**src/rtl/twi_pkg.sv**
```systemverilog
package twi_pkg;
    typedef enum logic [2:0] {
        ST_IDLE,
        ST_RX,
        ST_RXACK,
        ST_TX,
        ST_TXACK,
        ST_WAIT
    } twi_st_e;

    typedef enum logic [1:0] {
        PH_ADDR,
        PH_CMD,
        PH_CNT,
        PH_DATA
    } twi_ph_e;
endpackage

```
**src/rtl/twi_sync_edge.sv**
```systemverilog
module twi_sync_edge #(
    parameter int STAGES = 2
) (
    input  logic clk,
    input  logic rst_n,
    input  logic scl_i,
    input  logic sda_i,
    output logic scl_s,
    output logic sda_s,
    output logic scl_rise,
    output logic scl_fall,
    output logic start_ev,
    output logic stop_ev
);
    logic [STAGES-1:0] scl_pipe_q, sda_pipe_q;
    logic              scl_prev_q, sda_prev_q;

    always_ff @(posedge clk or negedge rst_n) begin
        if (!rst_n) begin
            scl_pipe_q <= '1;
            sda_pipe_q <= '1;
            scl_prev_q <= 1'b1;
            sda_prev_q <= 1'b1;
        end else begin
            scl_pipe_q <= {scl_pipe_q[STAGES-2:0], scl_i};
            sda_pipe_q <= {sda_pipe_q[STAGES-2:0], sda_i};
            scl_prev_q <= scl_pipe_q[STAGES-1];
            sda_prev_q <= sda_pipe_q[STAGES-1];
        end
    end

    assign scl_s    = scl_pipe_q[STAGES-1];
    assign sda_s    = sda_pipe_q[STAGES-1];
    assign scl_rise = scl_s & ~scl_prev_q;
    assign scl_fall = ~scl_s & scl_prev_q;
    assign start_ev = scl_s & scl_prev_q & sda_prev_q & ~sda_s;
    assign stop_ev  = scl_s & scl_prev_q & ~sda_prev_q & sda_s;
endmodule

```
**src/rtl/twi_regbank.sv**
```systemverilog
module twi_regbank #(
    parameter int                  NREG     = 3,
    parameter int                  OFFW     = 7,
    parameter logic [7:0]          ID_VALUE = 8'h1F,
    parameter logic [NREG*8-1:0]   RST_VEC  = '0
) (
    input  logic              clk,
    input  logic              rst_n,
    input  logic              we,
    input  logic [OFFW-1:0]   waddr,
    input  logic [7:0]        wdata,
    input  logic [OFFW-1:0]   raddr,
    output logic [7:0]        rdata,
    output logic [NREG*8-1:0] regs_o
);
    for (genvar g = 0; g < NREG; g++) begin : g_reg
        if (g == 0) begin : g_ro
            assign regs_o[7:0] = ID_VALUE;
        end else begin : g_rw
            logic [7:0] val_d, val_q;
            always_comb begin
                val_d = val_q;
                if (we && (waddr == OFFW'(g))) val_d = wdata;
            end
            always_ff @(posedge clk or negedge rst_n) begin
                if (!rst_n) val_q <= RST_VEC[g*8 +: 8];
                else        val_q <= val_d;
            end
            assign regs_o[g*8 +: 8] = val_q;
        end
    end

    always_comb begin
        rdata = 8'h00;
        for (int i = 0; i < NREG; i++) begin
            if (raddr == OFFW'(i)) rdata = regs_o[i*8 +: 8];
        end
    end
endmodule

```
**src/rtl/cfg_twowire_slave.sv**
```systemverilog
module cfg_twowire_slave
    import twi_pkg::*;
#(
    parameter logic [6:0] DEV_ADDR  = 7'h69,
    parameter int         NREG      = 3,
    parameter int         OFFW      = 7,
    parameter logic [7:0] ID_VALUE  = 8'h1F,
    parameter logic [7:0] EN_RST    = 8'hF7,
    parameter logic [7:0] SPR_RST   = 8'h00,
    parameter int         SYNC_LEN  = 2
) (
    input  logic       clk,
    input  logic       rst_n,
    input  logic       scl_i,
    input  logic       sda_i,
    output logic       sda_oe_o,
    output logic [7:0] cfg_en_o,
    output logic [7:0] cfg_spread_o
);
    localparam logic [7:0]        CNT_BYTE = 8'(NREG);
    localparam logic [NREG*8-1:0] RST_VEC  = (NREG*8)'({SPR_RST, EN_RST, 8'h00});

    typedef struct packed {
        twi_st_e         st;
        twi_ph_e         ph;
        logic [2:0]      bitc;
        logic [7:0]      sh;
        logic            rw;
        logic            blk;
        logic            need_cnt;
        logic            full;
        logic            oe;
        logic [OFFW-1:0] ptr;
        logic [7:0]      left;
    } ctl_t;

    ctl_t q, n;

    logic scl_s, sda_s, scl_rise, scl_fall, start_ev, stop_ev;
    logic we;
    logic [7:0] rd_data, tx_byte;
    logic [NREG*8-1:0] regs;
    logic ignoring;

    twi_sync_edge #(.STAGES(SYNC_LEN)) u_sync (
        .clk(clk), .rst_n(rst_n), .scl_i(scl_i), .sda_i(sda_i),
        .scl_s(scl_s), .sda_s(sda_s), .scl_rise(scl_rise), .scl_fall(scl_fall),
        .start_ev(start_ev), .stop_ev(stop_ev)
    );

    twi_regbank #(.NREG(NREG), .OFFW(OFFW), .ID_VALUE(ID_VALUE), .RST_VEC(RST_VEC)) u_regs (
        .clk(clk), .rst_n(rst_n), .we(we), .waddr(q.ptr), .wdata(q.sh),
        .raddr(q.ptr), .rdata(rd_data), .regs_o(regs)
    );

    assign tx_byte = q.need_cnt ? CNT_BYTE : rd_data;

    always_comb begin
        n  = q;
        we = 1'b0;
        if (start_ev) begin
            n.st   = ST_RX;
            n.ph   = PH_ADDR;
            n.bitc = '0;
            n.full = 1'b0;
            n.oe   = 1'b0;
        end else if (stop_ev) begin
            n.st = ST_IDLE;
            n.oe = 1'b0;
        end else begin
            case (q.st)
                ST_RX: begin
                    if (scl_rise) begin
                        n.sh   = {q.sh[6:0], sda_s};
                        n.bitc = q.bitc + 3'd1;
                        n.full = (q.bitc == 3'd7);
                    end else if (scl_fall && q.full) begin
                        n.full = 1'b0;
                        n.st   = ST_RXACK;
                        n.oe   = 1'b1;
                        case (q.ph)
                            PH_ADDR: begin
                                if (q.sh[7:1] != DEV_ADDR) begin
                                    n.st = ST_WAIT;
                                    n.oe = 1'b0;
                                end else begin
                                    n.rw       = q.sh[0];
                                    n.need_cnt = q.blk;
                                    if (!q.sh[0]) n.ph = PH_CMD;
                                end
                            end
                            PH_CMD: begin
                                n.blk  = ~q.sh[7];
                                n.ptr  = q.sh[7] ? q.sh[OFFW-1:0] : '0;
                                n.left = q.sh[7] ? 8'd1 : 8'd0;
                                n.ph   = q.sh[7] ? PH_DATA : PH_CNT;
                            end
                            PH_CNT: begin
                                n.left = q.sh;
                                n.ph   = PH_DATA;
                            end
                            default: begin
                                if (q.left == 8'd0) begin
                                    n.st = ST_WAIT;
                                    n.oe = 1'b0;
                                end else begin
                                    we     = 1'b1;
                                    n.ptr  = q.ptr + 1'b1;
                                    n.left = q.left - 8'd1;
                                end
                            end
                        endcase
                    end
                end
                ST_RXACK: begin
                    if (scl_fall) begin
                        n.oe   = 1'b0;
                        n.bitc = '0;
                        n.st   = ST_RX;
                        if (q.ph == PH_ADDR && q.rw) begin
                            n.st       = ST_TX;
                            n.sh       = tx_byte;
                            n.oe       = ~tx_byte[7];
                            n.need_cnt = 1'b0;
                            if (!q.need_cnt) n.ptr = q.ptr + 1'b1;
                        end
                    end
                end
                ST_TX: begin
                    if (scl_fall) begin
                        if (q.bitc == 3'd7) begin
                            n.oe   = 1'b0;
                            n.st   = ST_TXACK;
                            n.full = 1'b0;
                        end else begin
                            n.bitc = q.bitc + 3'd1;
                            n.sh   = {q.sh[6:0], 1'b0};
                            n.oe   = ~q.sh[6];
                        end
                    end
                end
                ST_TXACK: begin
                    if (scl_rise) begin
                        n.full = ~sda_s;
                    end else if (scl_fall) begin
                        if (q.full) begin
                            n.st   = ST_TX;
                            n.bitc = '0;
                            n.sh   = tx_byte;
                            n.oe   = ~tx_byte[7];
                            n.full = 1'b0;
                            n.ptr  = q.ptr + 1'b1;
                        end else begin
                            n.st = ST_WAIT;
                        end
                    end
                end
                default: ;
            endcase
        end
    end

    always_ff @(posedge clk or negedge rst_n) begin
        if (!rst_n) begin
            q <= '{st: ST_IDLE, ph: PH_ADDR, default: '0};
        end else begin
            q <= n;
        end
    end

    assign ignoring     = (q.st == ST_WAIT);
    assign sda_oe_o     = q.oe;
    assign cfg_en_o     = regs[15:8];
    assign cfg_spread_o = regs[23:16];
endmodule

```
**config.mk**
```make
export PLATFORM = sky130hd
export DESIGN_NAME = cfg_twowire_slave
export DESIGN_NICKNAME = d
export VERILOG_FILES = /design/src/rtl/twi_pkg.sv /design/src/rtl/twi_sync_edge.sv /design/src/rtl/twi_regbank.sv /design/src/rtl/cfg_twowire_slave.sv
export SDC_FILE = /design/constraint.sdc
export NUM_CORES = 1
export LEC_CHECK = 0
export BUFFER_PORTS_ARGS = -buffer_cell sky130_fd_sc_hd__buf_2
export CAP_MARGIN = 20
export CORE_MARGIN = 10
export CORE_UTILIZATION = 45
export DETAILED_ROUTE_END_ITERATION = 10
export GPL_TIMING_DRIVEN = 0
export PLACE_DENSITY = 0.69
export SETUP_SLACK_MARGIN = 0.1
export SYNTH_ARGS = -nofsm -noshare
export SYNTH_HDL_FRONTEND = slang
export SYNTH_SLANG_ARGS = --single-unit
```
**constraint.sdc**
```tcl
create_clock -name clk -period 7.07 [get_ports clk]
set_input_delay 1.0605 -clock clk [delete_from_list [all_inputs] [get_ports clk]]
set_output_delay 1.0605 -clock clk [all_outputs]
set_load 0.05 [all_outputs]
```
==> results.txt <==
The run finished with clean final reports. After the last flow step, the layout net total stands at 422. Wires add up to 9261 um. Entering global routing, the biggest net connects 31 pins. Counting instances in the post-synthesis netlist gives the leading cell types as sky130_fd_sc_hd__dfrtp_1, sky130_fd_sc_hd__nand2_1, sky130_fd_sc_hd__mux2_2, sky130_fd_sc_hd__inv_1. The post-CTS clock slew at the launch and capture registers of the worst setup and hold paths is 80 ps, and the first-pass GRT wire length is 15750 um.

The largest total area in the synthesized netlist belongs to sky130_fd_sc_hd__dfrtp_1. For hold timing, the worst endpoint is u_sync.sda_pipe_q[1]. Traced cell by cell, the critical path runs through inv_1, ha_1, nand3b_1, o32ai_1, a32oi_1, o22ai_1.

TritonCTS built the clock tree. The share of final-layout standard cells stronger than drive strength 1 is 0.2426. In this run the critical register-to-register path is launched from u_sync.scl_prev_q.

The area fraction of the dominant cell type after synthesis works out to 0.3050. The tools report the post-synthesis net count as 390. The logs give 0.3572 for the headroom to the max-slew limit and 0 for the remaining antenna violation count. The via count of the first global-routing pass was 3080. The worst setup path is captured at a register. The number of hold violations in the final report is 0. The main flop type after synthesis was sky130_fd_sc_hd__dfrtp_1. Setup violations remaining at the end of the flow were counted as 0. Yosys printed 0 warnings.

For the final database, setup skew stands at 10.63 ps. The routed layout has 3044 vias. The worst setup path is launched from a register. On the worst path, the slowest cell contributes a delay of 940 ps. Library cell with the highest instance count after synthesis: sky130_fd_sc_hd__dfrtp_1. Global routing finished with a remaining overflow of 0.

Starting DRC count in detailed routing: 182. In this run the critical register-to-register path is captured at q[11]. The number of hold buffers added after cts is 0, and the final hold slack is 351.8 ps. Netlist area before placement: 3692 um^2. The fraction of registers with async set/reset is 1.000, and the horizontal extent of the die is 110.6 um. After clock tree synthesis, the setup repair step added 0 buffers. The root buffer cell chosen for the clock tree is sky130_fd_sc_hd__clkbuf_8.

IR analysis of the VDD net gives a maximum drop of 0.0001688 V. The run gives 0 as the count of cells resized by post-cts repair. The startpoint identified for the worst hold timing path is u_sync.sda_pipe_q[0].

The via density per instance is 5.969, and the number of stages on the worst hold path is 0. The count of buffers from port buffering came out at 20. The max-cap check violation count is 0, and the fraction of the yosys area taken by sequential cells is 0.3975. The effective utilization at floorplan is 0.4705. For the pin with the worst max-slew slack, the measured transition is 961.3 ps. The floorplan has 32 rows. After synthesis, the cell types taking the most area are sky130_fd_sc_hd__dfrtp_1, sky130_fd_sc_hd__dfstp_2, sky130_fd_sc_hd__mux2_2. The later pin in the worst-skew pair is clocked with a latency of 350 ps.

The clock tree synthesis step divided the H-tree into 3 levels. The die height was 110.6 um. In this run the worst path has a maximum fanout of 8. Setup repair after global routing left no endpoint under its margin. The number of antenna violations at the first check in global routing was 0.

The floorplan step defined a die boundary enclosing 12230 um^2. The data required time of the critical path was 7340 ps. Distinct cell type count of the synthesized netlist: 73. The count of boundary I/O pins was 21; the count of cells along the worst register-to-register path was 6.

0 antenna diodes ended up in the layout. In this run the power density over the cells is 394.4 nW/um^2. The clock buffer count from CTS was 9; the growth of design area from synthesis to finish was 13.45%. The synthesized design contains 58 register bits.

In this run, synthesis inferred 0 flip-flops with an integrated enable. The part of the cycle the worst path needs came out at 0.3829. The routed design could run at a clock period as short as 2707 ps. Synthesis produced 371 cells. The logs give 0.1519 for the overall fraction of global-route tracks in use and 0.8949 for the final RePlAce weighted congestion.

In this run the mean area of a mapped cell was 9.952 um^2. The critical path is of the register to register type. The logs give 2 for the buffer levels on the longest clock path and 7848 um^2 for the core box area.

The path class of the tightest hold or removal check is register to register. Static timing analysis puts the maximum clock frequency at 369.4 MHz. The DRC violation count after routing was 0; the iteration count of the initial detailed-routing pass was 4. The leakage power of the design was 1.897 nW; the final sum of negative setup slack was 0 ps. The worst register-to-register path has a setup slack of 4360 ps. On the critical path, the stage with the largest delay is an instance of sky130_fd_sc_hd__o32ai_1.

STA puts the critical path data arrival time at 2980 ps. In the final routed layout, each cell accounts on average for 18.16 um. The number of pins with negative max-slew slack in the final report is 0.

Number of sinks on the clock net: 58. The tools report the HPWL after detailed placement as 6653 um.
-- cell families (layout without fill, tap and decap cells) --
logic type               count (synthesis)  count (layout)  synth area share
XOR/XNOR                                 3               3          0.007118
AO/OA/AOI/OAI                          100             100            0.2040
buffers and inverters                   40              77           0.04744
adder cells (fa/ha/maj)                 15              15           0.05083
AND/OR/NAND/NOR                        119             119            0.1840
multiplexers                            36              36            0.1091
flip-flops                              58              58            0.3975
-- metal layers --
metal | up-vias | share of wire | GRT usage
met5 | - | 0 | 0
met1 | 1513 | 0.46 | 0.1934
met4 | 0 | 0.022 | 0.06736
met2 | 80 | 0.47 | 0.2390
li1 | 1437 | - | -
met3 | 14 | 0.050 | 0.03458
-- flip-flops by register name, indices dropped and copies added, names as in the netlist --
| register | flops |
|---|---|
| q | 35 |
| u_sync.scl_pipe_q | 2 |
| u_sync.sda_pipe_q | 2 |
| sda_oe_o | 1 |
| u_regs.g.g_rw.val_q | 16 |
| u_sync.sda_prev_q | 1 |
| u_sync.scl_prev_q | 1 |
-- placed cells by master, fill, tap and decap left out, types with 4 or more instances in the layout --
cell                       synthesis  final
sky130_fd_sc_hd__ha_1             15     15
sky130_fd_sc_hd__a211o_1           4      4
sky130_fd_sc_hd__a21oi_1           8      8
sky130_fd_sc_hd__nor2_1           18     18
sky130_fd_sc_hd__a32oi_1           4      4
sky130_fd_sc_hd__nor3_1            9      9
sky130_fd_sc_hd__o22ai_1           6      6
sky130_fd_sc_hd__nand3b_1          5      5
sky130_fd_sc_hd__mux2i_1           5      5
sky130_fd_sc_hd__and3_1            5      5
sky130_fd_sc_hd__mux2_1            4      4
sky130_fd_sc_hd__dfstp_2          13     13
sky130_fd_sc_hd__o21ai_0          18     18
sky130_fd_sc_hd__a22oi_1           7      7
sky130_fd_sc_hd__clkbuf_8          0      9
sky130_fd_sc_hd__nand2_1          27     27
sky130_fd_sc_hd__inv_1            24     24
sky130_fd_sc_hd__a31oi_1           5      5
sky130_fd_sc_hd__mux2_2           26     26
sky130_fd_sc_hd__dfrtp_1          45     45
sky130_fd_sc_hd__clkbuf_1          8      8
sky130_fd_sc_hd__nor2b_1           5      5
sky130_fd_sc_hd__nand2b_1         12     12
sky130_fd_sc_hd__a22o_1            8      8
sky130_fd_sc_hd__o21a_1            4      4
sky130_fd_sc_hd__nor3b_1           4      4
sky130_fd_sc_hd__buf_2             4     24
sky130_fd_sc_hd__nand3_1           9      9
sky130_fd_sc_hd__o31ai_1           4      4
sky130_fd_sc_hd__a211oi_1          5      5
-- power breakdown --
group | switching, mW | internal (mW)
Combinational | 0.430 | 0.326
Sequential | 0.104 | 0.396
Clock | 0.159 | 0.237
Total | 0.693 | 0.959
-- through the flow --
step                utilization  instance area [um^2]  power (mW)  worst slack (ps)  instances
floorplan                     -                  3692       1.059              4758        371
global placement         0.4995                  3920       1.233              4450        493
CTS                      0.5338                  4189       1.654              4366        510
detailed placement       0.5021                  3940       1.254              4397        494
global route             0.5338                  4189       1.765              4158        510
finish                   0.5338                  4189       1.652              4363        510
-- how the worst max path moves through the flow --
stage | from | end | slack, ps | depth (start not counted)
after floorplan | u_sync.scl_pipe_q[1] | q[8] | 4760 | 6
after global routing | u_sync.scl_prev_q | q[11] | 4160 | 6
after CTS | u_sync.scl_prev_q | q[11] | 4370 | 6
after detailed placement | u_sync.scl_prev_q | q[11] | 4400 | 6
after global placement | u_sync.scl_prev_q | u_regs.g_reg[2].g_rw.val_q[7] | 4450 | 7
final | u_sync.scl_prev_q | q[11] | 4360 | 6
-- critical path, delay by kind of cell (launching register included) --
kind	cells	cell delay (ps)
AO/OA/AOI/OAI	3	1350
AND/OR/NAND/NOR	1	410
adder cells (fa/ha/maj)	1	260
flip-flops	1	560
buffers and inverters	1	50
-- layout make-up --
class | count | area (um^2)
Fill cell | 744 | 3659
Multi-Input combinational cell | 273 | 2049
Sequential cell | 58 | 1468
Tap cell | 102 | 127.6
Clock inverter | 7 | 125.1
Clock buffer | 9 | 123.9
Timing Repair Buffer | 21 | 120.1
Inverter | 24 | 90.09
Buffer | 16 | 85.08
No activity file was read; power rests on OpenSTA's default activity.
